<file path="src/rtl/rxf_pkg.sv">
package rxf_pkg;
  localparam int ADDR_BYTES = 6;
  localparam int MAC_W      = 8 * ADDR_BYTES;
  localparam int HASH_W     = 6;
  localparam int TBL_SIZE   = 1 << HASH_W;

  localparam logic [2:0] SEL_ST_BASE  = 3'd0;
  localparam logic [2:0] SEL_TBL_BASE = 3'd4;
  localparam logic [2:0] SEL_MODE     = 3'd6;

  typedef struct packed {
    logic bcast_en;
    logic hash_indiv;
    logic st1_en;
    logic st0_en;
  } mode_t;
endpackage

</file>
<file path="src/rtl/rxf_cfg_regs.sv">
module rxf_cfg_regs
  import rxf_pkg::*;
#(
  parameter int DATA_W   = 32,
  parameter int ADDR_W   = MAC_W,
  parameter int TBL_BITS = TBL_SIZE
) (
  input  logic              clk,
  input  logic              rst,
  input  logic              we,
  input  logic [2:0]        sel,
  input  logic [DATA_W-1:0] wdata,
  output logic [ADDR_W-1:0] st0,
  output logic [ADDR_W-1:0] st1,
  output logic [TBL_BITS-1:0] tbl,
  output mode_t             mode
);
  localparam int HI_W      = ADDR_W - DATA_W;
  localparam int TBL_WORDS = TBL_BITS / DATA_W;
  localparam int N_ST      = 2;

  logic [ADDR_W-1:0] st_arr [N_ST];

  for (genvar g = 0; g < N_ST; g++) begin : g_station
    logic [DATA_W-1:0] lo_q;
    logic [HI_W-1:0]   hi_q;
    always_ff @(posedge clk) begin
      if (rst) begin
        lo_q <= '0;
        hi_q <= '0;
      end else if (we && sel == SEL_ST_BASE + 3'(2 * g)) begin
        lo_q <= wdata;
      end else if (we && sel == SEL_ST_BASE + 3'(2 * g + 1)) begin
        hi_q <= wdata[HI_W-1:0];
      end
    end
    assign st_arr[g] = {hi_q, lo_q};
  end

  assign st0 = st_arr[0];
  assign st1 = st_arr[1];

  for (genvar w = 0; w < TBL_WORDS; w++) begin : g_table
    always_ff @(posedge clk) begin
      if (rst) begin
        tbl[w*DATA_W +: DATA_W] <= '0;
      end else if (we && sel == SEL_TBL_BASE + 3'(w)) begin
        tbl[w*DATA_W +: DATA_W] <= wdata;
      end
    end
  end

  always_ff @(posedge clk) begin
    if (rst) begin
      mode <= '0;
    end else if (we && sel == SEL_MODE) begin
      mode <= mode_t'(wdata[3:0]);
    end
  end

  AST_CFG_RESET_CLEAR: assert property (@(posedge clk) disable iff (rst)
    $past(rst) |-> (mode == '0 && tbl == '0 && st0 == '0 && st1 == '0));

  AST_MODE_HOLDS: assert property (@(posedge clk) disable iff (rst)
    !$past(we) |-> $stable(mode));
endmodule

</file>
<file path="src/rtl/rxf_addr_collect.sv">
module rxf_addr_collect #(
  parameter int NBYTES = 6
) (
  input  logic                clk,
  input  logic                rst,
  input  logic                byte_valid,
  input  logic                byte_first,
  input  logic [7:0]          byte_data,
  output logic                addr_done,
  output logic [8*NBYTES-1:0] addr
);
  localparam int CNT_W = $clog2(NBYTES + 1);

  logic [CNT_W-1:0] cnt;
  logic [CNT_W-1:0] idx;
  logic             take;
  logic [7:0]       held [NBYTES-1];

  assign idx       = byte_first ? '0 : cnt;
  assign take      = byte_valid && (byte_first || cnt < CNT_W'(NBYTES));
  assign addr_done = take && (idx == CNT_W'(NBYTES - 1));

  always_ff @(posedge clk) begin
    if (rst) begin
      cnt <= CNT_W'(NBYTES);
    end else if (take) begin
      cnt <= idx + 1'b1;
    end
  end

  for (genvar b = 0; b < NBYTES - 1; b++) begin : g_hold
    always_ff @(posedge clk) begin
      if (rst) begin
        held[b] <= '0;
      end else if (take && idx == CNT_W'(b)) begin
        held[b] <= byte_data;
      end
    end
    assign addr[8*b +: 8] = held[b];
  end
  assign addr[8*(NBYTES-1) +: 8] = byte_data;

  AST_CNT_LIMIT: assert property (@(posedge clk) disable iff (rst)
    cnt <= CNT_W'(NBYTES));

  AST_CNT_IDLE_STAYS: assert property (@(posedge clk) disable iff (rst)
    (cnt == CNT_W'(NBYTES) && !byte_first) |=> cnt == CNT_W'(NBYTES));
endmodule

</file>
<file path="src/rtl/rxf_hash_fold.sv">
module rxf_hash_fold #(
  parameter int IN_W  = 48,
  parameter int OUT_W = 6
) (
  input  logic [IN_W-1:0]  addr,
  output logic [OUT_W-1:0] idx
);
  localparam int NGRP = IN_W / OUT_W;

  logic [OUT_W-1:0] part [NGRP+1];
  assign part[0] = '0;

  for (genvar g = 0; g < NGRP; g++) begin : g_fold
    assign part[g+1] = part[g] ^ addr[g*OUT_W +: OUT_W];
  end

  assign idx = part[NGRP];
endmodule

</file>
<file path="src/rtl/rx_addr_filter.sv">
module rx_addr_filter
  import rxf_pkg::*;
#(
  parameter int DATA_W  = 32,
  parameter int LEN_W   = 16,
  parameter int MIN_LEN = 12
) (
  input  logic              clk,
  input  logic              rst,
  input  logic              cfg_we,
  input  logic [2:0]        cfg_sel,
  input  logic [DATA_W-1:0] cfg_wdata,
  input  logic              byte_valid,
  input  logic              byte_first,
  input  logic [7:0]        byte_data,
  input  logic [LEN_W-1:0]  frame_len,
  output logic              dec_valid,
  output logic              dec_accept
);
  logic [MAC_W-1:0]    st0, st1, addr;
  logic [TBL_SIZE-1:0] tbl;
  mode_t               mode;
  logic                addr_done;
  logic [HASH_W-1:0]   hidx;
  logic hit0, hit1, hitb, hith, len_ok, accept_now;

  rxf_cfg_regs #(.DATA_W(DATA_W), .ADDR_W(MAC_W), .TBL_BITS(TBL_SIZE)) cfg_i (
    .clk(clk), .rst(rst), .we(cfg_we), .sel(cfg_sel), .wdata(cfg_wdata),
    .st0(st0), .st1(st1), .tbl(tbl), .mode(mode)
  );

  rxf_addr_collect #(.NBYTES(ADDR_BYTES)) col_i (
    .clk(clk), .rst(rst), .byte_valid(byte_valid), .byte_first(byte_first),
    .byte_data(byte_data), .addr_done(addr_done), .addr(addr)
  );

  rxf_hash_fold #(.IN_W(MAC_W), .OUT_W(HASH_W)) fold_i (
    .addr(addr), .idx(hidx)
  );

  assign hit0       = mode.st0_en && (addr == st0);
  assign hit1       = mode.st1_en && (addr == st1);
  assign hitb       = mode.bcast_en && (&addr);
  assign hith       = (addr[0] || mode.hash_indiv) && tbl[hidx];
  assign len_ok     = frame_len >= LEN_W'(MIN_LEN);
  assign accept_now = len_ok && (hit0 || hit1 || hitb || hith);

  always_ff @(posedge clk) begin
    if (rst) begin
      dec_valid  <= 1'b0;
      dec_accept <= 1'b0;
    end else begin
      dec_valid  <= addr_done;
      dec_accept <= addr_done && accept_now;
    end
  end

  AST_PULSE_SINGLE: assert property (@(posedge clk) disable iff (rst)
    dec_valid |=> !dec_valid);
  AST_ACCEPT_QUAL: assert property (@(posedge clk) disable iff (rst)
    dec_accept |-> dec_valid);
  AST_VALID_AFTER_BYTE: assert property (@(posedge clk) disable iff (rst)
    dec_valid |-> $past(byte_valid));
  AST_SHORT_DROP: assert property (@(posedge clk) disable iff (rst)
    (dec_valid && $past(frame_len) < LEN_W'(MIN_LEN)) |-> !dec_accept);
  AST_IDLE_DROP: assert property (@(posedge clk) disable iff (rst)
    (dec_valid && $past(mode == '0 && tbl == '0)) |-> !dec_accept);
  AST_BCAST_TAKE: assert property (@(posedge clk) disable iff (rst)
    (dec_valid && $past((&addr) && mode.bcast_en && frame_len >= LEN_W'(MIN_LEN)))
      |-> dec_accept);
endmodule

</file>
<file path="config.mk">
export PLATFORM = sky130hd
export DESIGN_NAME = rx_addr_filter
export DESIGN_NICKNAME = d
export VERILOG_FILES = /design/src/rtl/rxf_pkg.sv /design/src/rtl/rxf_cfg_regs.sv /design/src/rtl/rxf_addr_collect.sv /design/src/rtl/rxf_hash_fold.sv /design/src/rtl/rx_addr_filter.sv
export SDC_FILE = /design/constraint.sdc
export NUM_CORES = 1
export LEC_CHECK = 0
export BUFFER_PORTS_ARGS = -buffer_cell sky130_fd_sc_hd__buf_2
export CAP_MARGIN = 10
export CORE_MARGIN = 1
export CORE_UTILIZATION = 54
export DETAILED_ROUTE_END_ITERATION = 7
export PLACE_DENSITY = 0.81
export SYNTH_ARGS = -nofsm -noshare
export SYNTH_HDL_FRONTEND = slang
export SYNTH_SLANG_ARGS = --single-unit
</file>
<file path="constraint.sdc">
create_clock -name clk -period 3.1 [get_ports clk]
set_input_delay 0.31 -clock clk [delete_from_list [all_inputs] [get_ports clk]]
set_output_delay 0.31 -clock clk [all_outputs]
set_load 0.02 [all_outputs]
</file>
==> metrics.csv, run 1 <==
stage,metric,value,unit
clock_network,cts_hold_buf,0,
yosys,synth_compound_area_share,10.6,%
place,routabilityCongestion,1.05,
critical_path,cp-end-kind,flop,
yosys,synth_top_area_share,35.0,%
sta,rsz0062_at_grt,false,
layout,antennaDiodeCount,0,
yosys,async_reset_ff_share,0,%
global_routing,grt-busiest-layer,met2,
yosys,yosysMostFrequentCell,nand2_1,
min_path,holdPathStages,3,
place,postPlaceCellArea,10300,µm²
min_path,holdCritPathClass,in2reg,
sta,hold_violations,0,
global_routing,first_global_vias,7737,
die,die_h,136,µm
clock_network,cts-root-buf,clkbuf_16,
yosys,synth_fa_ha_area_share,0.647,%
critical_path,cp-start-kind,flop,
route,num_vias,8193,
clock_network,cts_inserted_buffers,22,
route,wl_per_cell,19.8,µm
yosys,synth_top_family_by_area,simple AND/OR/NAND/NOR gates,
clock_network,clkLatencyLatePin,0.51,ns
power_and_ir_drop,leakagePower,3.99,nW
global_routing,grtUsageMet3,4.29,%
yosys,yosysWarnings,0,
yosys,synthTopCellsByCount,"nand2_1, dfxtp_1, a21oi_1, xnor2_1, clkbuf_1",
critical_path,worstPathArrival,3.22,ns
yosys,syn_nets,1180,
sta,fin_crit,2.85,ns
route,drtPass1Iterations,5,
place,hpwl,19.3,mm
route,post-route-drc-count,0,
critical_path,critPathLaunch,col_i.held[4][4]$_SDFFCE_PN0P_,
route,totalWireLength,27.7,mm
yosys,synth-xor-area-share,11.8,%
global_routing,grt_max_degree,93,
sta,relSlewSlack,36.1,%
global_routing,grt_first_pass_wirelength,42.3,mm
yosys,postSynthCellCount,1111,
yosys,syn_area,9680,µm²
clock_network,cts_tree,yes,
power_and_ir_drop,ir_drop,0.000482,V
yosys,synthMuxAreaShare,5.38,%
sta,clock.fmax,351,MHz
sta,setup_viol,0,
route,drt.antenna.violating_nets,0,
die,fp.dieArea,18500,µm²
global_routing,antenna_found_initial,0,
route,drt-initial-drc-count,855,
route,routed_via_density,5.85,
sta,worst_slew_pin_slew,0.959,ns
sta,finalCritPeriodShare,91.9,%
critical_path,reg2reg_slack,0.25,ns
yosys,synth_area_leaders,"dfxtp_1, nand2_1, edfxtp_1, a21oi_1, xnor2_1",
global_routing,grt-ovfl-total,0,
sta,skew,0.0151,ns
place,port_buffers,63,
critical_path,cp-endpoint,dec_accept$_SDFF_PP0_,
sta,setup_tns,0,ns
die,start_util,55.6,%
clock_network,clock_sinks,209,
die,core-area,17400,µm²
layout,fin_nets,1233,
yosys,synth_seq_cells,209,
run,maxCapViolations,0,
critical_path,worst-setup-path-type,reg2reg,
power_and_ir_drop,totalPowerFinal,0.00640,W
global_routing,grt_util_met1,39.5,%
layout,postLayoutCellArea,11000,µm²
power_and_ir_drop,cellPowerDensity,583,nW/µm²
yosys,synth_edf_count,40,
yosys,yosys_most_used_dff,dfxtp_1,
yosys,synth_seq_area_share,47.4,%
critical_path,crit_required,3.47,ns
critical_path,worstReg2RegEnd,dec_accept$_SDFF_PP0_,
critical_path,reg2reg_from,col_i.held[4][4]$_SDFFCE_PN0P_,
layout,area_delta_synth_final,13.3,%
die,die_width,136,µm
yosys,ys_types,48,
clock_network,clk_pin_slew_worst_paths,0.06,ns
global_routing,met2_usage,50.4,%
sta,whs,0.0802,ns
die,pin_count,66,
clock_network,clock_path_buffers,3,
critical_path,cp_max_fo,11,
run_status,outcome,"complete, no violations",
critical_path,r2r.worst_path.cells,9,
die,rows,48,
yosys,yosys.area.top_type,dfxtp_1,
yosys,synthSimpleGateAreaFrac,21.1,%
clock_network,ctsHtreeMaxLevel,1,
global_routing,track_usage,30.4,%
yosys,syn_avg_cell_area,8.71,µm²
layout,layout-drive-gt1-share,12.2,%
sta,slew_violations,0,
## layout by cell type (no fill, tap or decap), types with 11 or more instances in the layout
cell type | synthesis | layout
buf_2 | 5 | 62
edfxtp_1 | 40 | 40
nand4_1 | 29 | 29
xnor2_1 | 81 | 80
mux2i_1 | 25 | 25
nand2_1 | 333 | 333
inv_1 | 11 | 11
nor2_1 | 12 | 11
a21oi_1 | 163 | 163
clkbuf_16 | 0 | 24
and2_1 | 41 | 41
dfxtp_1 | 169 | 169
buf_4 | 1 | 30
nor4_1 | 17 | 17
xor2_1 | 44 | 44
## power breakdown
group / switching, W / internal (W) / total, W
registers: 0.0000855 / 0.00285 / 0.00293
clock network: 0.00105 / 0.00150 / 0.00255
logic: 0.000533 / 0.000378 / 0.000911
total: 0.00167 / 0.00472 / 0.00640
## state kept, by name, indices dropped and copies added, names as in the netlist
register,count
dec_accept,1
cfg_i.tbl,64
cfg_i.g_station.hi_q,32
cfg_i.mode,4
col_i.cnt,3
col_i.held,40
cfg_i.g_station.lo_q,64
dec_valid,1
## layout make-up
| type | count | area, µm² |
|---|---|---|
| clock buffers | 32 | 674 |
| clock inverters | 4 | 20.0 |
| fillers | 1427 | 6450 |
| inverters | 13 | 48.8 |
| multi-input cells | 826 | 4820 |
| flip-flops and latches | 209 | 4580 |
| well taps | 225 | 282 |
| repair buffers | 92 | 536 |
## logic make-up (layout without fill, tap and decap cells)
logic type / count (synthesis) / in the layout
AND/OR/NAND/NOR: 465 / 465
flip-flops: 209 / 209
XOR/XNOR: 128 / 128
AO/OA/AOI/OAI: 190 / 190
buffers and inverters: 76 / 141
multiplexers: 38 / 38
adder cells (fa/ha/maj): 5 / 5
## per-stage QoR
stage	utilization [%]	setup slack [ns]	std cells
after floorplan	-	0.584	1111
after global placement	58.9	0.0958	1365
after detailed placement	58.9	0.0178	1365
after CTS	62.9	0.0168	1401
after global routing	63.0	0.0665	1401
final	63.0	0.251	1401
## metal layers
layer	wire [µm]	part of all wire, %
met1	11000	40
met2	13100	47
met3	2520	9.1
met4	1150	4.2
met5	0	0
## worst min path at each step
| stage | from | to | slack [ns] |
|---|---|---|---|
| after global routing | cfg_wdata[25] | cfg_i.tbl[25]$_SDFFE_PP0P_ | 0.09 |
| after global placement | cfg_i.tbl[40]$_SDFFE_PP0P_ | cfg_i.tbl[40]$_SDFFE_PP0P_ | 0.44 |
| after floorplan | cfg_i.tbl[13]$_SDFFE_PP0P_ | cfg_i.tbl[13]$_SDFFE_PP0P_ | 0.43 |
| after CTS | cfg_wdata[27] | cfg_i.tbl[59]$_SDFFE_PP0P_ | 0.07 |
| after detailed placement | cfg_i.tbl[12]$_SDFFE_PP0P_ | cfg_i.tbl[12]$_SDFFE_PP0P_ | 0.45 |
| final | cfg_wdata[27] | cfg_i.tbl[27]$_SDFFE_PP0P_ | 0.08 |
## worst max-delay path, cell delays in order, from the launching register on
cell	delay, ns
edfxtp_1	0.40
xor2_1	0.23
xnor2_1	0.19
xnor2_4	0.53
mux4_2	0.57
mux2_2	0.28
a211oi_1	0.24
o21ai_1	0.10
o211ai_1	0.09
o21ai_1	0.09
## repair_timing
action	CTS	global route
endpoints found under the setup margin	0	1
resized for setup	0	1
setup buffers	0	0
(Power assumes the default switching activity.)
==> run 2: changes to the inputs <==
- CORE_UTILIZATION: 54 -> 25
- PLACE_DENSITY: 0.81 -> 0.49
- clock period: 3.1 -> 3.21 ns (I/O delays scaled with it)
==> metrics.csv, run 2 (synthesized netlist as in run 1, its figures left out) <==
stage,metric,value,unit
place,port_buffers,63,
global_routing,track_usage,16.1,%
critical_path,worstPathArrival,3.32,ns
route,drtPass1Iterations,5,
die,die_h,199,µm
power_and_ir_drop,totalPowerFinal,0.00635,W
critical_path,reg2reg_from,col_i.held[3][6]$_SDFFCE_PN0P_,
layout,layout_commonest_cell,nand2_1,
min_path,hold_start,cfg_wdata[27],
min_path,holdPathStages,3,
critical_path,reg2reg_slack,0.28,ns
power_and_ir_drop,ir_drop,0.000335,V
sta,rsz0062_at_grt,false,
die,core-area,37800,µm²
power_and_ir_drop,sw_frac_of_total,26.8,%
sta,slew_violations,0,
power_and_ir_drop,clkPwrFrac,41.0,%
critical_path,r2r.worst_path.cells,9,
critical_path,cp_max_fo,6,
run,maxCapViolations,0,
place,routabilityCongestion,0.893,
global_routing,grt_first_pass_wirelength,47.8,mm
clock_network,cts-root-buf,clkbuf_16,
global_routing,antenna_found_initial,1,
route,totalWireLength,31.7,mm
run_status,outcome,"complete, no violations",
global_routing,grt_max_degree,107,
clock_network,post_cts_buffers,0,
layout,biggestRegsByFlops,"cfg_i.g_station.lo_q: 64 flops, cfg_i.tbl: 64 flops, col_i.held: 40 flops",
sta,setup_tns,0,ns
clock_network,clk_pin_slew_worst_paths,0.06,ns
sta,clock.fmax,341,MHz
layout,fin_nets,1236,
power_and_ir_drop,p_seq_share,44.7,%
power_and_ir_drop,power_switching,0.00170,W
die,fp.dieArea,39500,µm²
min_path,holdCritPathClass,in2reg,
layout,layout-drive-gt1-share,12.4,%
sta,fin_crit,2.93,ns
sta,hold_violations,0,
die,start_util,25.6,%
critical_path,cp-end-kind,flop,
layout,nFillCells,4039,
clock_network,clock_path_buffers,3,
route,wl_per_cell,18.7,µm
power_and_ir_drop,leakagePower,4.02,nW
clock_network,ctsResizeCount,0,
route,post-route-drc-count,0,
layout,final_cell_mix,"nand2_1, dfxtp_1, a21oi_1",
critical_path,worstReg2RegEnd,dec_accept$_SDFF_PP0_,
sta,relSlewSlack,41.7,%
layout,area_delta_synth_final,17.6,%
clock_network,cts_tree,yes,
clock_network,clock_sinks,209,
die,pin_count,66,
clock_network,ctsHtreeMaxLevel,1,
route,drt-initial-drc-count,566,
clock_network,cts_hold_buf,0,
critical_path,path_cells,xnor2_1 -> xnor2_1 -> xnor2_2 -> mux4_2 -> mux2_2 -> a211oi_1 -> o21ai_1 -> o211ai_1 -> o21ai_1,
sta,finalCritPeriodShare,91.3,%
route,routed_via_density,4.63,
die,die_width,199,µm
global_routing,first_global_vias,7562,
critical_path,cp-start-kind,flop,
critical_path,crit_required,3.60,ns
sta,skew,0.00888,ns
min_path,whs_endpoint,cfg_i.tbl[27]$_SDFFE_PP0P_,
place,hpwl,22.7,mm
power_and_ir_drop,cellPowerDensity,558,nW/µm²
critical_path,critical_path.slowest_cell,xnor2_2,
global_routing,grt-ovfl-total,0,
die,rows,71,
power_and_ir_drop,internal_power,0.00464,W
sta,worst_slew_pin_slew,0.875,ns
critical_path,worst-setup-path-type,reg2reg,
clock_network,clkLatencyLatePin,0.52,ns
clock_network,cts_inserted_buffers,24,
power_and_ir_drop,p_comb_share,14.4,%
critical_path,cpPeakStageDelay,0.58,ns
sta,setup_viol,0,
route,drt.antenna.violating_nets,0,
route,num_vias,7851,
## run 2: per-stage QoR
stage          utilization, %  std cells  hold slack, ns  area, µm²  setup slack [ns]
6_report                 30.1       1694          0.0899      11400             0.278
5_1_grt                  30.1       1694          0.0890      11400             0.113
4_1_cts                  30.1       1693          0.0742      11400             0.254
3_5_place_dp             28.1       1652           0.446      10600             0.233
3_3_place_gp             28.1       1652           0.440      10600             0.279
2_1_floorplan               -       1111           0.432       9680             0.694
## run 2: how the worst max path moves through the flow
stage,startpoint,cells after the start,slack (ns),to
2_1_floorplan,col_i.held[4][4]$_SDFFCE_PN0P_,9,0.69,dec_accept$_SDFF_PP0_
3_3_place_gp,byte_data[2],10,0.28,dec_accept$_SDFF_PP0_
3_5_place_dp,byte_data[2],10,0.23,dec_accept$_SDFF_PP0_
4_1_cts,col_i.held[3][6]$_SDFFCE_PN0P_,9,0.25,dec_accept$_SDFF_PP0_
5_1_grt,col_i.held[3][6]$_SDFFCE_PN0P_,9,0.11,dec_accept$_SDFF_PP0_
6_report,col_i.held[3][6]$_SDFFCE_PN0P_,9,0.28,dec_accept$_SDFF_PP0_
## run 2: routing by layer
| layer | GRT usage [%] | part of all wire (%) |
|---|---|---|
| met2 | 25.8 | 46 |
| met4 | 4.27 | 2.1 |
| met5 | 0 | 0 |
| met3 | 2.31 | 4.0 |
| met1 | 22.6 | 48 |
## run 2: layout make-up
class | count | area (µm²) | area share (%)
clock inverter | 5 | 26.3 | 0.231
timing repair buffer | 93 | 559 | 4.92
clock buffer | 36 | 707 | 6.21
sequential | 209 | 4580 | 40.3
inverter | 13 | 48.8 | 0.429
antenna | 1 | 2.50 | 0.0220
multi-input combinational | 826 | 4810 | 42.3
tap | 511 | 639 | 5.62
## run 2: power groups by stage
| stage | Combinational [W] | Sequential (W) | Clock (W) |
|---|---|---|---|
| floorplan | 0.000576 | 0.00286 | 0 |
| global placement | 0.000911 | 0.00289 | 0 |
| detailed placement | 0.000920 | 0.00289 | 0 |
| CTS | 0.000922 | 0.00283 | 0.00264 |
| global route | 0.000986 | 0.00284 | 0.00276 |
| finish | 0.000913 | 0.00284 | 0.00260 |
## run 2: critical path, delay by kind of cell (launching register included)
kind                      cells  cell delay, ns
AOI/OAI and AO/OA             4            0.52
xor gates and xnor gates      3            0.95
muxes                         2            0.86
DFF                           1            0.47
